## config.mk

```make
export PLATFORM = sky130hd
export DESIGN_NAME = sck_prescaler
export DESIGN_NICKNAME = d
export VERILOG_FILES = /design/src/rtl/sck_prescaler.sv
export SDC_FILE = /design/constraint.sdc
export NUM_CORES = 1
export LEC_CHECK = 0
export ABC_AREA = 1
export BUFFER_PORTS_ARGS = -buffer_cell sky130_fd_sc_hd__buf_2
export CORE_MARGIN = 5
export CORE_UTILIZATION = 40
export CTS_BUF_LIST = sky130_fd_sc_hd__clkbuf_8 sky130_fd_sc_hd__clkbuf_16
export DETAILED_ROUTE_END_ITERATION = 8
export GPL_ROUTABILITY_DRIVEN = 1
export SLEW_MARGIN = 20
export SYNTH_ARGS = -nofsm -noshare
export SYNTH_HDL_FRONTEND = slang
export SYNTH_SLANG_ARGS = --single-unit
```

## constraint.sdc

```tcl
create_clock -name clk -period 4 [get_ports clk]
set_clock_uncertainty 0.05 [all_clocks]
set_input_delay 1.2 -clock clk [delete_from_list [all_inputs] [get_ports clk]]
set_output_delay 1.2 -clock clk [all_outputs]
set_load 0.02 [all_outputs]
```

## src/rtl/sck_prescaler.sv

```systemverilog
module sck_prescaler #(
  parameter bit EXT_MODE = 1'b1,
  parameter int MIN_DIV  = 2
) (
  input  logic       clk,
  input  logic       rst_n,
  input  logic [7:0] cfg,
  input  logic       run,
  output logic       tick
);
  localparam int MANT_W  = 4;
  localparam int EXP_W   = 3;
  localparam int DIV_W   = MANT_W + (1 << EXP_W) - 1;
  localparam int MIN_EFF = (MIN_DIV < 2) ? 2 : MIN_DIV;
  localparam int MAX_RAW = EXT_MODE ? ((1 << MANT_W) - 1) << ((1 << EXP_W) - 1) : 30;
  localparam int MAX_DIV = (MAX_RAW > MIN_EFF) ? MAX_RAW : MIN_EFF;

  logic [DIV_W-1:0] raw_div, div, half_lo, half_hi, cnt;
  logic             act, phase;

  generate
    if (EXT_MODE) begin : g_ext
      logic [MANT_W-1:0] mant;
      logic [EXP_W-1:0]  expo;
      assign mant    = (cfg[3:0] == '0) ? MANT_W'(1) : cfg[3:0];
      assign expo    = {cfg[7:6], cfg[4]};
      assign raw_div = DIV_W'(mant) << expo;
    end else begin : g_leg
      logic [4:0] code;
      assign code    = cfg[4:0];
      assign raw_div = (code < 5'h12) ? DIV_W'(4) : DIV_W'({code - 5'h10, 1'b0});

      assert_legacy_even_R4: assert property (@(posedge clk) disable iff (!rst_n)
        !raw_div[0] && raw_div >= DIV_W'(4) && raw_div <= DIV_W'(30));
    end
  endgenerate

  assign div     = (raw_div < DIV_W'(MIN_EFF)) ? DIV_W'(MIN_EFF) : raw_div;
  assign half_lo = div >> 1;
  assign half_hi = div - half_lo;
  assign tick    = act && (cnt == '0);

  always_ff @(posedge clk) begin
    if (!rst_n) begin
      act   <= 1'b0;
      phase <= 1'b0;
      cnt   <= '0;
    end else begin
      act <= run;
      if (run && !act) begin
        cnt   <= half_lo - 1'b1;
        phase <= 1'b0;
      end else if (act) begin
        if (cnt == '0) begin
          cnt   <= phase ? half_lo - 1'b1 : half_hi - 1'b1;
          phase <= ~phase;
        end else begin
          cnt <= cnt - 1'b1;
        end
      end
    end
  end

  assert_tick_needs_run_R8: assert property (@(posedge clk) disable iff (!rst_n)
    tick |-> $past(run));

  assert_div_range_R5: assert property (@(posedge clk) disable iff (!rst_n)
    div >= DIV_W'(MIN_EFF) && div <= DIV_W'(MAX_DIV));

  assert_first_half_R7: assert property (@(posedge clk) disable iff (!rst_n)
    (run && !act) |=> (!tick || $past(half_lo) == DIV_W'(1)));

  assert_count_bound_R6: assert property (@(posedge clk) disable iff (!rst_n)
    act && $stable(cfg) && $past(act) |-> cnt < half_hi);
endmodule

```

# After elaboration in Yosys (flattened, before gate mapping)
# Index checks and enable logic that the tools add are counted.
# classes
magnitude_cmp,1
muxes,6
add_sub_neg,4
n_shift,1
reduce_logical,8
bitwise_logic,2
# ops
operator,count
$mux W11,5
$sub A11 B1 Y11 const B,2
$logic_not A11 Y1,1
$lt A11 B2 Y1 const B,1
$shl A4 B3 Y11,1
$sub A10 B1 Y11 const B,1
$sub A11 B10 Y11,1
$logic_not A4 Y1,1
$mux W4,1
$logic_and A1 B1 Y1,2
$not A1 Y1,2
$reduce_and A2 Y1,1
$reduce_bool A2 Y1,1
$reduce_or A2 Y1,1
$logic_not A1 Y1,1
# word_totals
input_bits,11
ff_bits,13
word_cells,25
output_inout_bits,1

# Logic depth before layout (Yosys ltp)
# Gate-level depths: netlist of the first run.
# logic_depth
ltp_word,11
ltp_mapped,29

# Least setup slack after synthesis of the first run
# No wires, ideal clock.
# synth_path
kind,in2reg
start,input cfg[7]
end,register cnt[10]
cell_stages,22
path_slack_ps,-126
arrival_time_ps,3954
setup_time_ps,122
required_time_ps,3828
n_path_buf,1
path_cell_list,buf_2 -> inv_1 -> nor2_1 -> inv_1 -> ha_1 -> a21boi_1 -> nand2_1 -> clkinv_1 -> nand2_1 -> nor2_2 -> nand2_2 -> nand2_4 -> inv_2 -> ha_1 -> inv_1 -> fa_1 -> o311ai_0 -> nor2_1 -> o21ai_0 -> nand2_1 -> nand2_1 -> a21oi_1
# synth_via
elab_chain_len,9
# synth_lines
item,line_no,text
start: declaration,7,"input logic [7:0] cfg,"
$shl A4 B3 Y11 *,27,assign raw_div = DIV_W'(mant) << expo;
$lt A11 B2 Y1,38,assign div = (raw_div < DIV_W'(MIN_EFF)) ? DIV_W'(MIN_EFF) : raw_div;
$mux W11 *,38,
$sub A11 B10 Y11,40,assign half_hi = div - half_lo;
$sub A11 B1 Y11,55,cnt <= phase ? half_lo - 1'b1 : half_hi - 1'b1;
$mux W11,55,
$mux W11,54,if (cnt == '0) begin
$mux W11,53,end else if (act) begin
$mux W11 *,50,if (run && !act) begin
end signal: assignment,51,cnt <= half_lo - 1'b1;
end signal: assignment,55,
end signal: assignment,58,cnt <= cnt - 1'b1;
end: declaration,18,"logic [DIV_W-1:0] raw_div, div, half_lo, half_hi, cnt;"
# Mark *: on every way between the ends. The rest lies on a longest branch, timed or not. The select of a mux whose other input is x is not followed.
# A chain may end at the register's enable or synchronous reset.

# Worst setup path in the final report of the first run
# layout_path
start,input cfg[4]
end,register cnt[9]
# The elaborated chain is that of the path after synthesis.

==> results.md, run 1 <==
- Cell accounting for the most synthesized area: nand2_1
- Tmin final: 3.96 ns
- Worst Setup Start Kind: primary input
- Net count reported at finish: 437
- Tcrit/Tclk final: 99.0%
- Synth Area per Inst: 5.88 sq um
- WHS: 0.480 ns
- Initial Utilization: 40.6%
- PwrDens: 269 nW/um^2
- Routed vias/inst: 4.92
- Fin. Hold Viols: 0
- Design area: 2710 sq um
- # clock sinks: 13
- Area grow syn2layout: 33.3%
- Crit. End Element: flip-flop
- Worst path top cell family by delay: simple AND/OR/NAND/NOR gates
- Final worst slack: 0.0407 ns
- Share of cells above drive strength 1: 26.9%
- Worst hold path type: flip-flop to flip-flop
- Slew HR: 41.8%
- Final Setup Violations: 0
- Crit Path Class: primary input to flip-flop
- Synthesized cell area: 2040 sq um
- Fill count: 529
- Unrepaired setup endpoints after global routing: true
- Crit path DAT: 4.04 ns
- Grt ovf: 0
- VDD IR max: 0.156 mV
- Die X: 81.3 um
- Average wire per standard cell: 12.3 um
- # hold bufs at CTS: 0
- Cell Rows: 26
- Top cell type's share of synthesized area: 18.4%
- Worst endpoint required time: 4.08 ns
- GP Congestion: 0.929
- Area contributors post-synth: nand2_1 (18%), ha_1 (14%), dfxtp_1 (13%)
- Crit path top cell by count: nand2_2
- Root Buffer: clkbuf_8
- Cell total after placement: 465
- Max stage delay cell, worst path: ha_2
- Commonest non-fill, non-tap cell in the layout: nand2_1
- Clock transition at the registers of the reported paths: 0.06 ns
- Outcome: finished clean
- Drt first pass iters: 4
- H-tree depth reported by CTS: 1
- Largest net degree at the start of global routing: 20
- Hpwl dp: 4640 um
- First-pass GRT wire length: 9200 um
- DRT iter0 DRCs: 109
- Synthesized flop and latch total: 13
- Vias in the first global route: 2108
- Worst slack, placed: -0.290 ns
- Post-synth ARST share: 0%
- Chip height: 81.3 um
- Register area share after synthesis: 12.8%
- Synth cell types: 36
- Clk_lat worst skew: 0.24 ns
- Post-Synthesis Cells: 346
- Fin cells: 471
- Core area: 5010 sq um
- Boundary Pins: 12
- CTS tree: built
- # Max-Cap Violations: 0
- Antenna Nets Post-Route: 0
- DRT Wirelength: 5770 um
- Die area: 6620 sq um
- Worst Path Max Fanout: 4
- CTS Buf Count: 3
- Slew Viols, Final: 0
- CP peak stage delay: 0.38 ns
- Fmax: 253 MHz
- Via count: 2318
- CTS max path bufs: 2
- Leakage power: 0.00138 uW
- Total GRT Usage: 17.3%
- Syn_nets: 381
- Top_reg_cell synth: dfxtp_1
- Buffer and inverter count on the worst path: 7
- Syn. warnings: 0
- Ant diodes: 0
- EDFF count, synth: 0
- Initial antenna violation count: 0
- Area after DPL: 2490 sq um
- Worst slew pin tran: 0.870 ns
- DRC: 0
- Commonest cells after routing, fill and taps aside: nand2_1 (95), inv_1 (50), buf_4 (45)
- Port Buffers: 10
[final cells by class]
type / count / area [sq um] / share of cell area, %
clock buffer: 3 / 41.3 / 1.52
clock inverter: 1 / 3.75 / 0.138
inverter: 54 / 205 / 7.56
multi-input combinational: 274 / 1710 / 62.9
sequential: 13 / 260 / 9.59
tap: 70 / 87.6 / 3.23
timing repair buffer: 56 / 409 / 15.1
[worst register-to-register path, cell delays in order (launching register included)]
cell,delay (ns)
dfxtp_1,0.34
inv_1,0.11
ha_1,0.21
nand3_1,0.15
nor3_2,0.18
nor3b_2,0.24
nand2_2,0.19
inv_2,0.21
o21ai_0,0.12
inv_1,0.06
nand2_1,0.06
a21oi_2,0.11
nor2_1,0.05
[kinds of logic after synthesis]
| kind of cell | after synthesis | synth area share, % |
|---|---|---|
| DFF | 13 | 12.8 |
| AOI/OAI and AO/OA | 55 | 16.0 |
| adders and majority gates | 24 | 15.1 |
| xor gates and xnor gates | 12 | 5.53 |
| and+or+nand+nor | 183 | 39.3 |
| buffers and inverters | 59 | 11.2 |
[final timing paths]
path	start	to	slack, ns	cells after the start
worst max-delay path	cfg[4]	cnt[9]	0.04	28
worst min-delay path	cnt[1]	cnt[1]	0.48	2
worst max register to register	cnt[0]	cnt[7]	1.79	12
worst min register to register	cnt[1]	cnt[1]	0.48	2
[metal layers]
layer	share of wire, %	GRT usage (%)	up-vias
li1	-	-	1233
met1	46	21.6	1035
met2	50	31.5	40
met3	1.9	0.665	10
met4	2.2	5.91	0
met5	0	0	-
[cell usage after synthesis (2+ instances only)]
library cell and n:
xnor2_1 3, nand2_2 5, nand3_1 33, buf_2 5, nor2_2 2, nand4_1 4, nor2_1 28, o21ai_0 19
a221oi_1 2, a21oi_1 16, or2_2 2, nand2_4 2, nor4_1 2, o211ai_1 2, nor3_1 2, a21oi_2 2
nand2_1 100, o21bai_1 2, dfxtp_1 13, ha_1 23, a31oi_1 6, inv_1 50, inv_2 3, xor2_1 8
[registers in the layout, summed over array words and instances (netlist names)]
name / cells
phase: 1
act: 1
cnt: 11
[per-stage QoR]
step                setup TNS (ns)  power [uW]  utilization, %
floorplan                        0         431               -
detailed placement           -1.86         565            49.7
global route                -0.592         791            54.1
global placement             -1.71         560            49.7
CTS                              0         691            51.1
finish                           0         729            54.1
[what timing repair did]
item	CTS	global route
pin swaps	0	16
resized for setup	6	35
cloned	0	0
buffers inserted	0	2
endpoints found under the hold margin	0	0
endpoints found under the setup margin	4	9
[report_power, final]
part	switching [uW]	internal, uW	leakage, uW
Clock	47.5	67.8	0.0000269
Sequential	18.0	144	0.000107
Combinational	254	198	0.00125
Power figures use the tool's default switching activity.
==> inputs of run 2 (changes only) <==
CORE_UTILIZATION = 56   (was 40)
PLACE_DENSITY = 0.77   (was unset)
==> run 2 against run 1 <==
Sequential share of layout area grew 0.43 points. Highest routed layer unchanged. Via count grew 0.82%. First-iteration DRC count grew 65%. Non-clock buffer count shrank 3. Clock power is essentially flat. Fmax grew 1.8%. Sequential cell count is the same.
==> results.md, run 2 (same netlist as run 1, synthesis figures left out) <==
- Fin. Hold Viols: 0
- Reg2reg setup slack: 1.75 ns
- DRT iter0 DRCs: 180
- CTS max path bufs: 2
- Crit Reg-Reg Endpoint: cnt[7]
- Slew Viols, Final: 0
- Tmin final: 3.89 ns
- Clock transition at the registers of the reported paths: 0.05 ns
- WHS: 0.476 ns
- VDD IR max: 0.0937 mV
- Worst hold path type: flip-flop to flip-flop
- PwrDens: 270 nW/um^2
- Critical path origin: cfg[4]
- Die X: 70.3 um
- Boundary Pins: 12
- Chip height: 70.3 um
- Top Registers: cnt x11, act x1, phase x1
- Via count: 2337
- Die area: 4940 sq um
- Largest net degree at the start of global routing: 20
- Hold path depth: 2
- First-pass GRT wire length: 9220 um
- Commonest cells after routing, fill and taps aside: nand2_1 (96), inv_1 (50), buf_4 (43)
- Vias in the first global route: 2154
- Design area: 2600 sq um
- Root Buffer: clkbuf_8
- Crit. End Element: flip-flop
- Drt first pass iters: 5
- Setup crit end: cnt[8]
- Average wire per standard cell: 12.3 um
- Final core area utilization: 72.6%
- CTS tree: built
- Unrepaired setup endpoints after global routing: true
- Net count reported at finish: 434
- Leakage power: 0.00136 uW
- Grt ovf: 0
- Area grow syn2layout: 27.6%
- Biggest register: cnt
- GP Congestion: 0.910
- Reg2Reg Depth: 12
- Tcrit/Tclk final: 97.2%
- Hpwl dp: 4450 um
- Port Buffers: 10
- Antenna Nets Post-Route: 0
- Initial antenna violation count: 0
- Max FFs per register: 11
- Final Setup Violations: 0
- Outcome: finished clean
- Crit Path Class: primary input to flip-flop
- Worst slew pin tran: 0.870 ns
- Final worst slack: 0.111 ns
- Commonest non-fill, non-tap cell in the layout: nand2_1
- H-tree depth reported by CTS: 1
- Area after DPL: 2430 sq um
- CTS Buf Count: 3
- Fmax: 257 MHz
- Routed vias/inst: 5.24
- Reg2Reg Launch Point: cnt[0]
- DRC: 0
- # Max-Cap Violations: 0
- Slew HR: 41.8%
- Crit path DAT: 4.01 ns
- Worst endpoint required time: 4.12 ns
- # hold bufs at CTS: 0
- # clock sinks: 13
- Total GRT Usage: 22.2%
- Setup TNS: 0 ns
- Worst Setup Start Kind: primary input
- Ant diodes: 0
- Clk_lat worst skew: 0.24 ns
- Worst Path Max Fanout: 5
- Initial Utilization: 56.9%
- Share of cells above drive strength 1: 25.1%
- Cell Rows: 22
- Core area: 3580 sq um
- DRT Wirelength: 5500 um
- Worst slack, placed: -0.312 ns
==> run 2: metrics by stage <==
stage          power (uW)  cells
6_report              702    446
5_1_grt               762    446
4_1_cts               667    443
3_5_place_dp          553    439
3_3_place_gp          543    439
2_1_floorplan         431    346
==> run 2: worst min-delay path by stage <==
stage | startpoint | to | slack [ns]
6_report | cnt[1] | cnt[1] | 0.48
5_1_grt | cnt[1] | cnt[1] | 0.49
4_1_cts | cnt[1] | cnt[1] | 0.46
3_5_place_dp | cnt[1] | cnt[1] | 0.45
3_3_place_gp | cnt[1] | cnt[1] | 0.45
2_1_floorplan | cnt[1] | cnt[1] | 0.43
==> run 2: worst max-delay path, cell delays in order <==
cell      delay, ns
buf_6          0.11
nand2_1        0.09
nand2_2        0.06
nand2_2        0.06
nor2_2         0.04
inv_1          0.05
ha_2           0.17
a21boi_2       0.15
nand2_1        0.07
inv_2          0.05
nand2_2        0.04
nor2_2         0.14
nand2_2        0.09
buf_4          0.15
nand2_4        0.05
inv_2          0.03
buf_4          0.15
ha_1           0.20
o21ai_2        0.17
nand2_1        0.06
nand2_1        0.12
inv_1          0.07
nand2_1        0.10
xor2_2         0.15
nand2_1        0.07
nand3_1        0.11
nand3_1        0.09
a21oi_1        0.17
==> run 2: timing repair <==
item                                   CTS  global route
gates resized for setup                  2            27
endpoints found under the hold margin    0             0
pin swaps                                1            14
setup endpoints to repair                2             8
setup buffers                            0             3
==> run 2: cell type report <==
class / instances / area (sq um)
Clock buffer: 3 / 41.3
Clock inverter: 1 / 3.75
Sequential cell: 13 / 260
Fill cell: 289 / 981
Inverter: 54 / 205
Timing Repair Buffer: 53 / 379
Tap cell: 48 / 60.1
Multi-Input combinational cell: 274 / 1650
==> run 2: routing by layer <==
layer | part of all wire [%] | GRT usage [%] | vias to the layer above
met5 | 0 | 0 | -
li1 | - | - | 1222
met2 | 52 | 40.9 | 63
met3 | 4.1 | 1.44 | 19
met1 | 41 | 26.7 | 1033
met4 | 2.8 | 7.87 | 0
==> run 2: where the power goes <==
part / switching [uW] / leakage (uW) / internal, uW
registers: 18.0 / 0.000107 / 144
clock network: 48.7 / 0.0000269 / 67.9
logic: 241 / 0.00122 / 181
